<file path="config.mk">
export PLATFORM = sky130hd
export DESIGN_NAME = capture_timer
export DESIGN_NICKNAME = d
export VERILOG_FILES = /design/src/rtl/tmr_pkg.sv /design/src/rtl/tmr_prescale.sv /design/src/rtl/tmr_edge_sync.sv /design/src/rtl/tmr_flag.sv /design/src/rtl/capture_timer.sv
export SDC_FILE = /design/constraint.sdc
export NUM_CORES = 1
export LEC_CHECK = 0
export ABC_AREA = 1
export BUFFER_PORTS_ARGS = -buffer_cell sky130_fd_sc_hd__buf_2
export CAP_MARGIN = 5
export CORE_AREA = 2 2 50 70
export DETAILED_ROUTE_END_ITERATION = 8
export DIE_AREA = 0 0 52 72
export PLACE_DENSITY = 0.8
export SYNTH_ARGS = -nofsm -noshare
export SYNTH_HDL_FRONTEND = slang
export SYNTH_SLANG_ARGS = --single-unit
export TNS_END_PERCENT = 5
</file>
<file path="constraint.sdc">
create_clock -name clk_i -period 3.22 [get_ports clk_i]
set_input_delay 0.161 -clock clk_i [delete_from_list [all_inputs] [get_ports clk_i]]
set_output_delay 0.161 -clock clk_i [all_outputs]
set_load 0.005 [all_outputs]
</file>
<file path="src/rtl/tmr_pkg.sv">
package tmr_pkg;
  typedef enum logic [1:0] {
    CK_DIV64 = 2'b00,
    CK_DIV32 = 2'b01,
    CK_DIV2  = 2'b10,
    CK_SUB4  = 2'b11
  } ck_sel_e;

  typedef enum logic [1:0] {
    CLR_NONE = 2'b00,
    CLR_FALL = 2'b01,
    CLR_RISE = 2'b10,
    CLR_BOTH = 2'b11
  } clr_mode_e;

  typedef struct packed {
    logic      ovf_ie;
    logic      cap_on_fall;
    clr_mode_e clr_mode;
    ck_sel_e   ck_sel;
  } tmr_ctrl_t;

  localparam int unsigned CTRL_W = $bits(tmr_ctrl_t);
endpackage

</file>
<file path="src/rtl/tmr_prescale.sv">
module tmr_prescale
  import tmr_pkg::*;
#(
  parameter int unsigned DIV_W = 6,
  parameter int unsigned SUB_W = 2
) (
  input  logic    clk_i,
  input  logic    rst_ni,
  input  logic    sub_tick_i,
  input  ck_sel_e sel_i,
  output logic    tick_o
);
  logic [DIV_W-1:0] div_q;
  logic [SUB_W-1:0] sub_q;

  always_ff @(posedge clk_i or negedge rst_ni) begin
    if (!rst_ni) begin
      div_q <= '0;
      sub_q <= '0;
    end else begin
      div_q <= div_q + 1'b1;
      if (sub_tick_i) sub_q <= sub_q + 1'b1;
    end
  end

  always_comb begin
    unique case (sel_i)
      CK_DIV64: tick_o = &div_q;
      CK_DIV32: tick_o = &div_q[DIV_W-2:0];
      CK_DIV2:  tick_o = div_q[0];
      default:  tick_o = sub_tick_i & (&sub_q);
    endcase
  end
endmodule

</file>
<file path="src/rtl/tmr_edge_sync.sv">
module tmr_edge_sync #(
  parameter int unsigned SYNC_N = 2
) (
  input  logic clk_i,
  input  logic rst_ni,
  input  logic pin_i,
  output logic rise_o,
  output logic fall_o
);
  logic [SYNC_N:0] sh_q;  // [SYNC_N-1] current, [SYNC_N] previous

  always_ff @(posedge clk_i or negedge rst_ni) begin
    if (!rst_ni) sh_q <= '0;
    else         sh_q <= {sh_q[SYNC_N-1:0], pin_i};
  end

  assign rise_o =  sh_q[SYNC_N-1] & ~sh_q[SYNC_N];
  assign fall_o = ~sh_q[SYNC_N-1] &  sh_q[SYNC_N];
endmodule

</file>
<file path="src/rtl/tmr_flag.sv">
module tmr_flag (
  input  logic clk_i,
  input  logic rst_ni,
  input  logic set_i,
  input  logic clr_i,
  output logic q_o
);
  always_ff @(posedge clk_i or negedge rst_ni) begin
    if (!rst_ni)    q_o <= 1'b0;
    else if (set_i) q_o <= 1'b1;
    else if (clr_i) q_o <= 1'b0;
  end
endmodule

</file>
<file path="src/rtl/capture_timer.sv">
module capture_timer
  import tmr_pkg::*;
#(
  parameter int unsigned CNT_W  = 8,
  parameter int unsigned DIV_W  = 6,
  parameter int unsigned SUB_W  = 2,
  parameter int unsigned SYNC_N = 2
) (
  input  logic             clk_i,
  input  logic             rst_ni,
  input  logic             sub_tick_i,
  input  logic             cap_i,
  input  logic             ctrl_we_i,
  input  logic [7:0]       ctrl_wdata_i,
  output logic [7:0]       ctrl_rdata_o,
  input  logic             ovf_clr_i,
  input  logic             cap_clr_i,
  output logic [CNT_W-1:0] count_o,
  output logic [CNT_W-1:0] capture_o,
  output logic             ovf_irq_o,
  output logic             cap_irq_o
);
  tmr_ctrl_t        ctrl_q;
  logic             tick, rise, fall, clr_hit, cap_ev, wrap, ovf_flag;
  logic [CNT_W-1:0] cnt_q, cap_q;
  logic             unused_wdata;

  assign unused_wdata = ^ctrl_wdata_i[7:CTRL_W];

  always_ff @(posedge clk_i or negedge rst_ni) begin
    if (!rst_ni)        ctrl_q <= '0;
    else if (ctrl_we_i) ctrl_q <= tmr_ctrl_t'(ctrl_wdata_i[CTRL_W-1:0]);
  end

  tmr_prescale #(.DIV_W(DIV_W), .SUB_W(SUB_W)) u_pre (
    .clk_i, .rst_ni, .sub_tick_i, .sel_i(ctrl_q.ck_sel), .tick_o(tick)
  );

  tmr_edge_sync #(.SYNC_N(SYNC_N)) u_sync (
    .clk_i, .rst_ni, .pin_i(cap_i), .rise_o(rise), .fall_o(fall)
  );

  always_comb begin
    unique case (ctrl_q.clr_mode)
      CLR_FALL: clr_hit = fall;
      CLR_RISE: clr_hit = rise;
      CLR_BOTH: clr_hit = rise | fall;
      default:  clr_hit = 1'b0;
    endcase
  end

  assign cap_ev = ctrl_q.cap_on_fall ? fall : rise;
  assign wrap   = tick & ~clr_hit & (&cnt_q);

  always_ff @(posedge clk_i or negedge rst_ni) begin
    if (!rst_ni) begin
      cnt_q <= '0;
      cap_q <= '0;
    end else begin
      if (clr_hit)   cnt_q <= '0;
      else if (tick) cnt_q <= cnt_q + 1'b1;
      if (cap_ev)    cap_q <= cnt_q;
    end
  end

  tmr_flag u_ovf (.clk_i, .rst_ni, .set_i(wrap),   .clr_i(ovf_clr_i), .q_o(ovf_flag));
  tmr_flag u_cap (.clk_i, .rst_ni, .set_i(cap_ev), .clr_i(cap_clr_i), .q_o(cap_irq_o));

  assign ctrl_rdata_o = 8'(ctrl_q);
  assign count_o      = cnt_q;
  assign capture_o    = cap_q;
  assign ovf_irq_o    = ovf_flag & ctrl_q.ovf_ie;
endmodule

</file>
==> flow_summary.yaml, run 1 <==
floorplan:
  dieArea_um2: 3740
  ios: 41
  num_rows: 24
  fp.coreArea_um2: 3090
  initial_utilization_pct: 54.3
  die_x_um: 52
  die_h_um: 72
clock_network:
  cts_setup_buffers: 0
  root_buffer: "clkbuf_8"
  cts_buffers: 5
  cts_tree: "built"
  clock_sinks: 35
  clkTransAtPathRegs_ns: 0.07
  clock_insertion_delay_worst_skew_ns: 0.28
  clk_path_buf_depth: 2
  cts-resized-gates: 0
  htreeDepth: 2
sta:
  tns_ns: 0
  worstMarginPinSlew_ns: 0.746
  rsz0062_at_grt: "no"
  post-route-period-util_pct: 56.7
  slew_headroom_pct: 50.2
  slew_viol_final: 0
  setup_violations: 0
  skew_ns: 0.00464
  period_needed_ns: 1.83
  max_freq_mhz: 548
  hold_viol: 0
  fin_hold_ws_ns: 0.0745
power_and_ir_drop:
  ir_drop_uv: 430
  powerDensity_nw_per_um2: 570
  leakage_nw: 1.12
global_routing:
  grt_max_degree: 36
  grt_pass1_vias: 1327
  grt_pass1_wl_um: 5440
  gr-total-overflow: 0
  grtUsageTotal_pct: 19.7
  antenna_found_initial: 0
critical_path:
  cp_max_fo: 11
  required_ns: 3.40
  arrival_ns: 2.01
  r2r_end: "count_o[2]"
  crit-reg2reg-launch: "u_pre.div_q[0]"
  r2r_cells: 10
  worstSetupStartpointType: "flop"
  rrSetupSlack_ns: 1.39
  crit_type: "flop to flop"
  worstSetupEndpointType: "flop"
logic_synthesis:
  ys_seq_area_share_pct: 52.1
  synth_seq_cells: 35
  synthCells: 190
  ys_types: 26
  postSynthAreaPerCell_um2: 8.84
  synth_area_um2: 1680
  yosysWarnings: 0
cells_and_area:
  fillers: 265
  syn_to_final_growth_pct: 18.2
  nets: 251
  final_util_pct: 64.2
  n_antenna_cell: 0
  drive_gt1_share_pct: 24.2
outcome:
  status: "finished, final reports clean"
worst_hold_path:
  min_path_type: "primary input to flop"
  worst_hold_path.endpoint: "u_cap.q_o"
  min_path_cells: 2
  hp-start: "cap_clr_i"
placement:
  hpwl_um: 2230
  port_buffers: 36
  gp_congestion: 0.866
detailed_routing:
  dr_total_vias: 1282
  wl_per_cell_um: 11.1
  via_per_inst: 4.75
  wl_um: 3000
  ant_nets: 0
  first_pass_iters: 6
  drtIter0Drc: 12
  drc: 0
flow_run:
  maxCapViolations: 0
## report_power, final
group / internal [mW] / leakage [nW] / switching, mW
logic: 0.101 / 0.625 / 0.120
registers: 0.505 / 0.444 / 0.0652
clock network: 0.195 / 0.0515 / 0.146
## synthesized netlist by cell type (all sizes together)
library cell,instances,area [um2]
nand2,65,254
dfrtp,35,876
inv,24,90.1
nand3,19,108
nor2,11,67.6
o21ai,10,50.0
ha,6,75.1
buf,5,42.5
xor2,5,43.8
mux2,3,33.8
a21oi,1,5.00
clkbuf,1,3.75
conb,1,3.75
nand3b,1,7.51
nand4,1,6.26
nor3,1,5.00
xnor2,1,8.76
## registers in the layout, summed over array words and instances, names as in the netlist
name,cells
ctrl_rdata_o,6
u_cap.q_o,1
u_pre.div_q,6
u_pre.sub_q,2
capture_o,8
u_sync.sh_q,3
count_o,8
u_ovf.q_o,1
## repair_timing
| action | CTS | global route |
|---|---|---|
| hold buffers | 2 | 0 |
| endpoints found under the hold margin | 36 | 0 |
| setup endpoints to repair | 0 | 0 |
## worst max-delay path by stage
stage,startpoint,slack (ns),end,cells after the start
after floorplan,u_pre.div_q[0],1.65,count_o[6],11
after CTS,u_pre.div_q[0],1.37,count_o[5],10
after detailed placement,u_pre.div_q[0],1.39,count_o[2],10
after global placement,u_pre.div_q[0],1.41,count_o[3],10
final,u_pre.div_q[0],1.39,count_o[2],10
after global routing,u_pre.div_q[0],1.24,count_o[5],10
## critical path, stage by stage, from the launching register on
cell     delay, ns
dfrtp_1       0.41
ha_1          0.24
nand2_2       0.09
nor2_4        0.04
ha_1          0.17
a21oi_1       0.15
nand2_2       0.08
nand2_2       0.22
nand2_1       0.17
nand2_1       0.10
nand2_1       0.05
## metrics by stage
stage / cell area, um2 / total power [mW] / instances / setup WS (ns)
2_1_floorplan: 1680 / 0.704 / 191 / 1.65
3_3_place_gp: 1870 / 0.786 / 260 / 1.41
3_5_place_dp: 1870 / 0.802 / 260 / 1.39
4_1_cts: 1990 / 1.15 / 270 / 1.37
5_1_grt: 1990 / 1.21 / 270 / 1.24
6_report: 1990 / 1.13 / 270 / 1.39
## cell type report
| class | instances | area, um2 | share of cell area, % |
|---|---|---|---|
| Sequential cell | 35 | 876 | 44.1 |
| Clock buffer | 8 | 100 | 5.04 |
| Multi-Input combinational cell | 126 | 672 | 33.8 |
| Inverter | 24 | 90.1 | 4.53 |
| Tap cell | 39 | 48.8 | 2.46 |
| Timing Repair Buffer | 38 | 200 | 10.1 |
## kinds of logic after synthesis
| group | count (synthesis) | share of synthesized area, % |
|---|---|---|
| and+or+nand+nor | 98 | 26.7 |
| DFF | 35 | 52.1 |
| buffers and inverters | 30 | 8.12 |
| AOI/OAI and AO/OA | 11 | 3.28 |
| adders and majority gates | 6 | 4.47 |
| xor gates and xnor gates | 6 | 3.13 |
| muxes | 3 | 2.01 |
| other | 1 | 0.223 |
## cell usage in the layout, fill, tap and decap left out, types with 2 or more instances in the layout
cell type	netlist	layout
buf_2	1	36
conb_1	1	2
inv_2	2	2
dfrtp_1	35	35
clkbuf_8	0	7
nand3_1	18	18
inv_1	22	22
nand2_2	4	4
dlygate4sd3_1	0	2
o21ai_0	9	9
nand2_1	61	61
ha_1	6	6
nor2_1	8	8
xor2_1	5	5
mux2_2	3	3
## metal layers
metal,vias to the layer above,global-route usage (%),routed length [um]
met1,574,21.7,1280
li1,664,-,-
met2,37,33.5,1460
met5,-,0,0
met3,7,4.53,199
met4,0,12.3,58
Power figures use the tool's default switching activity.
==> run 2, diff against run 1 <==
- CORE_AREA: 2 2 50 70 -> 2 2 54 76
- DIE_AREA: 0 0 52 72 -> 0 0 56 78
- PLACE_DENSITY: 0.8 -> 0.72
- clock period: 3.22 -> 1.5 ns (I/O delays scaled with it)
==> flow_summary.yaml, run 2 (synthesized netlist as in run 1, its figures left out) <==
outcome:
  status: "finished with violations"
  violations: "negative setup slack"
detailed_routing:
  drc: 0
  via_per_inst: 4.69
  ant_nets: 0
  dr_total_vias: 1366
  wl_per_cell_um: 11.0
  drtIter0Drc: 24
  wl_um: 3200
  first_pass_iters: 4
power_and_ir_drop:
  sw_frac_of_total_pct: 29.2
  finalPower_mw: 2.50
  p_sw_mw: 0.731
  combPwrFrac_pct: 21.4
  seq_power_share_pct: 48.8
  leakage_nw: 1.22
  powerDensity_nw_per_um2: 1140
  clockPowerShare_pct: 29.8
  ir_drop_uv: 922
  internal-power_mw: 1.77
critical_path:
  cp_num_buf_inv: 1
  path_cells: "ha_2, nand2_2, nor2_4, ha_4, a21oi_2, nand2_2, nand2_4, buf_12, nor2_8, nand2_1, nand2_1"
  required_ns: 1.68
  crit_slowest_cell: "dfrtp_1"
  crit_type: "flop to flop"
  worstSetupEndpointType: "flop"
  worstSetupStartpointType: "flop"
  arrival_ns: 1.70
  cp_max_fo: 5
  critPathTopFamily: "simple AND/OR/NAND/NOR gates"
  cpPeakStageDelay_ns: 0.39
cells_and_area:
  mostFrequentLayoutCell: "nand2_1"
  nets: 269
  syn_to_final_growth_pct: 31.0
  drive_gt1_share_pct: 29.7
  n_antenna_cell: 0
  fillers: 317
  mostFrequentLayoutCells: "nand2_1, buf_2, dfrtp_1, inv_1, nand3_1"
flow_run:
  maxCapViolations: 0
sta:
  skew_ns: 0.00490
  slew_viol_final: 0
  post-route-period-util_pct: 102
  period_needed_ns: 1.52
  fin_hold_ws_ns: 0.0213
  hold_viol: 0
  finalWorstSetupSlack_ns: -0.0246
  setup_violations: 3
  max_freq_mhz: 656
  rsz0062_at_grt: "yes"
clock_network:
  cts_buffers: 5
  clock_sinks: 35
  cts_tree: "built"
  clkTransAtPathRegs_ns: 0.07
  clk_path_buf_depth: 2
  clock_insertion_delay_worst_skew_ns: 0.28
  root_buffer: "clkbuf_8"
  htreeDepth: 2
floorplan:
  dieArea_um2: 4370
  ios: 41
  fp.coreArea_um2: 3640
  die_h_um: 78
  die_x_um: 56
  num_rows: 26
  initial_utilization_pct: 46.1
placement:
  gp_congestion: 0.807
  port_buffers: 36
  hpwl_um: 2220
global_routing:
  grt_max_degree: 36
  gr-total-overflow: 0
  grt_pass1_vias: 1366
  grtUsageTotal_pct: 16.6
  grt_pass1_wl_um: 5690
  antenna_found_initial: 0
worst_hold_path:
  min_path_type: "primary input to flop"
==> run 2: worst paths after layout <==
check / cells past startpoint / from / to / slack, ns
min reg2reg: 0 / u_sync.sh_q[0] / u_sync.sh_q[1] / 0.35
max: 11 / u_pre.div_q[0] / count_o[0] / -0.02
max in group asynchronous: 3 / rst_ni / count_o[3] / 0.83
max reg2reg: 11 / u_pre.div_q[0] / count_o[0] / -0.02
min: 2 / ctrl_wdata_i[1] / ctrl_rdata_o[1] / 0.02
min in group asynchronous: 3 / rst_ni / u_pre.div_q[1] / 0.36
==> run 2: what timing repair did <==
item / in CTS / in global routing
setup buffers: 2 / 2
hold buffers: 8 / 0
gates resized for setup: 3 / 2
hold endpoints to repair: 42 / 0
pin swaps: 0 / 7
endpoints found under the setup margin: 8 / 8
cloned: 0 / 1
==> run 2: area by class of cell <==
class                           count  area [um2]  share of cell area, %
Multi-Input combinational cell    126         703                   31.9
Sequential cell                    35         876                   39.8
Inverter                           24        90.1                   4.09
Timing Repair Buffer               56         380                   17.3
Tap cell                           42        52.6                   2.39
Clock buffer                        8         100                   4.55
==> run 2: power groups by stage <==
stage | clock [mW] | combinational [mW] | sequential (mW)
after floorplan | 0 | 0.288 | 1.22
after global placement | 0 | 0.483 | 1.23
after detailed placement | 0 | 0.498 | 1.24
after CTS | 0.778 | 0.519 | 1.22
after global routing | 0.817 | 0.618 | 1.25
final | 0.745 | 0.537 | 1.22
==> run 2: worst reg2reg max path, delay by kind of cell (launching register included) <==
| kind | cells | cell delay (ns) |
|---|---|---|
| buf+inv | 1 | 0.13 |
| compound gates | 1 | 0.12 |
| fa+ha+maj | 2 | 0.35 |
| flops | 1 | 0.39 |
| simple gates | 7 | 0.44 |
==> run 2: metal layers <==
layer | track usage (%) | part of all wire, % | up-vias
met4 | 7.86 | 1.9 | 0
met5 | 0 | 0 | -
met3 | 5.17 | 5.3 | 7
met1 | 18.4 | 41 | 618
met2 | 28.6 | 51 | 37
li1 | - | - | 704
==> run 2: per-stage QoR <==
step                cells  TNS (ns)  util (%)  cell area (um2)  worst slack, ns
global route          291    -0.571      60.4             2200           -0.103
finish                291   -0.0457      60.4             2200          -0.0246
CTS                   288   -0.0168      59.2             2160         -0.00658
detailed placement    270    -0.212      53.4             1940          -0.0370
global placement      270  -0.00947      53.4             1940         -0.00414
floorplan             191         0         -             1690           0.0150
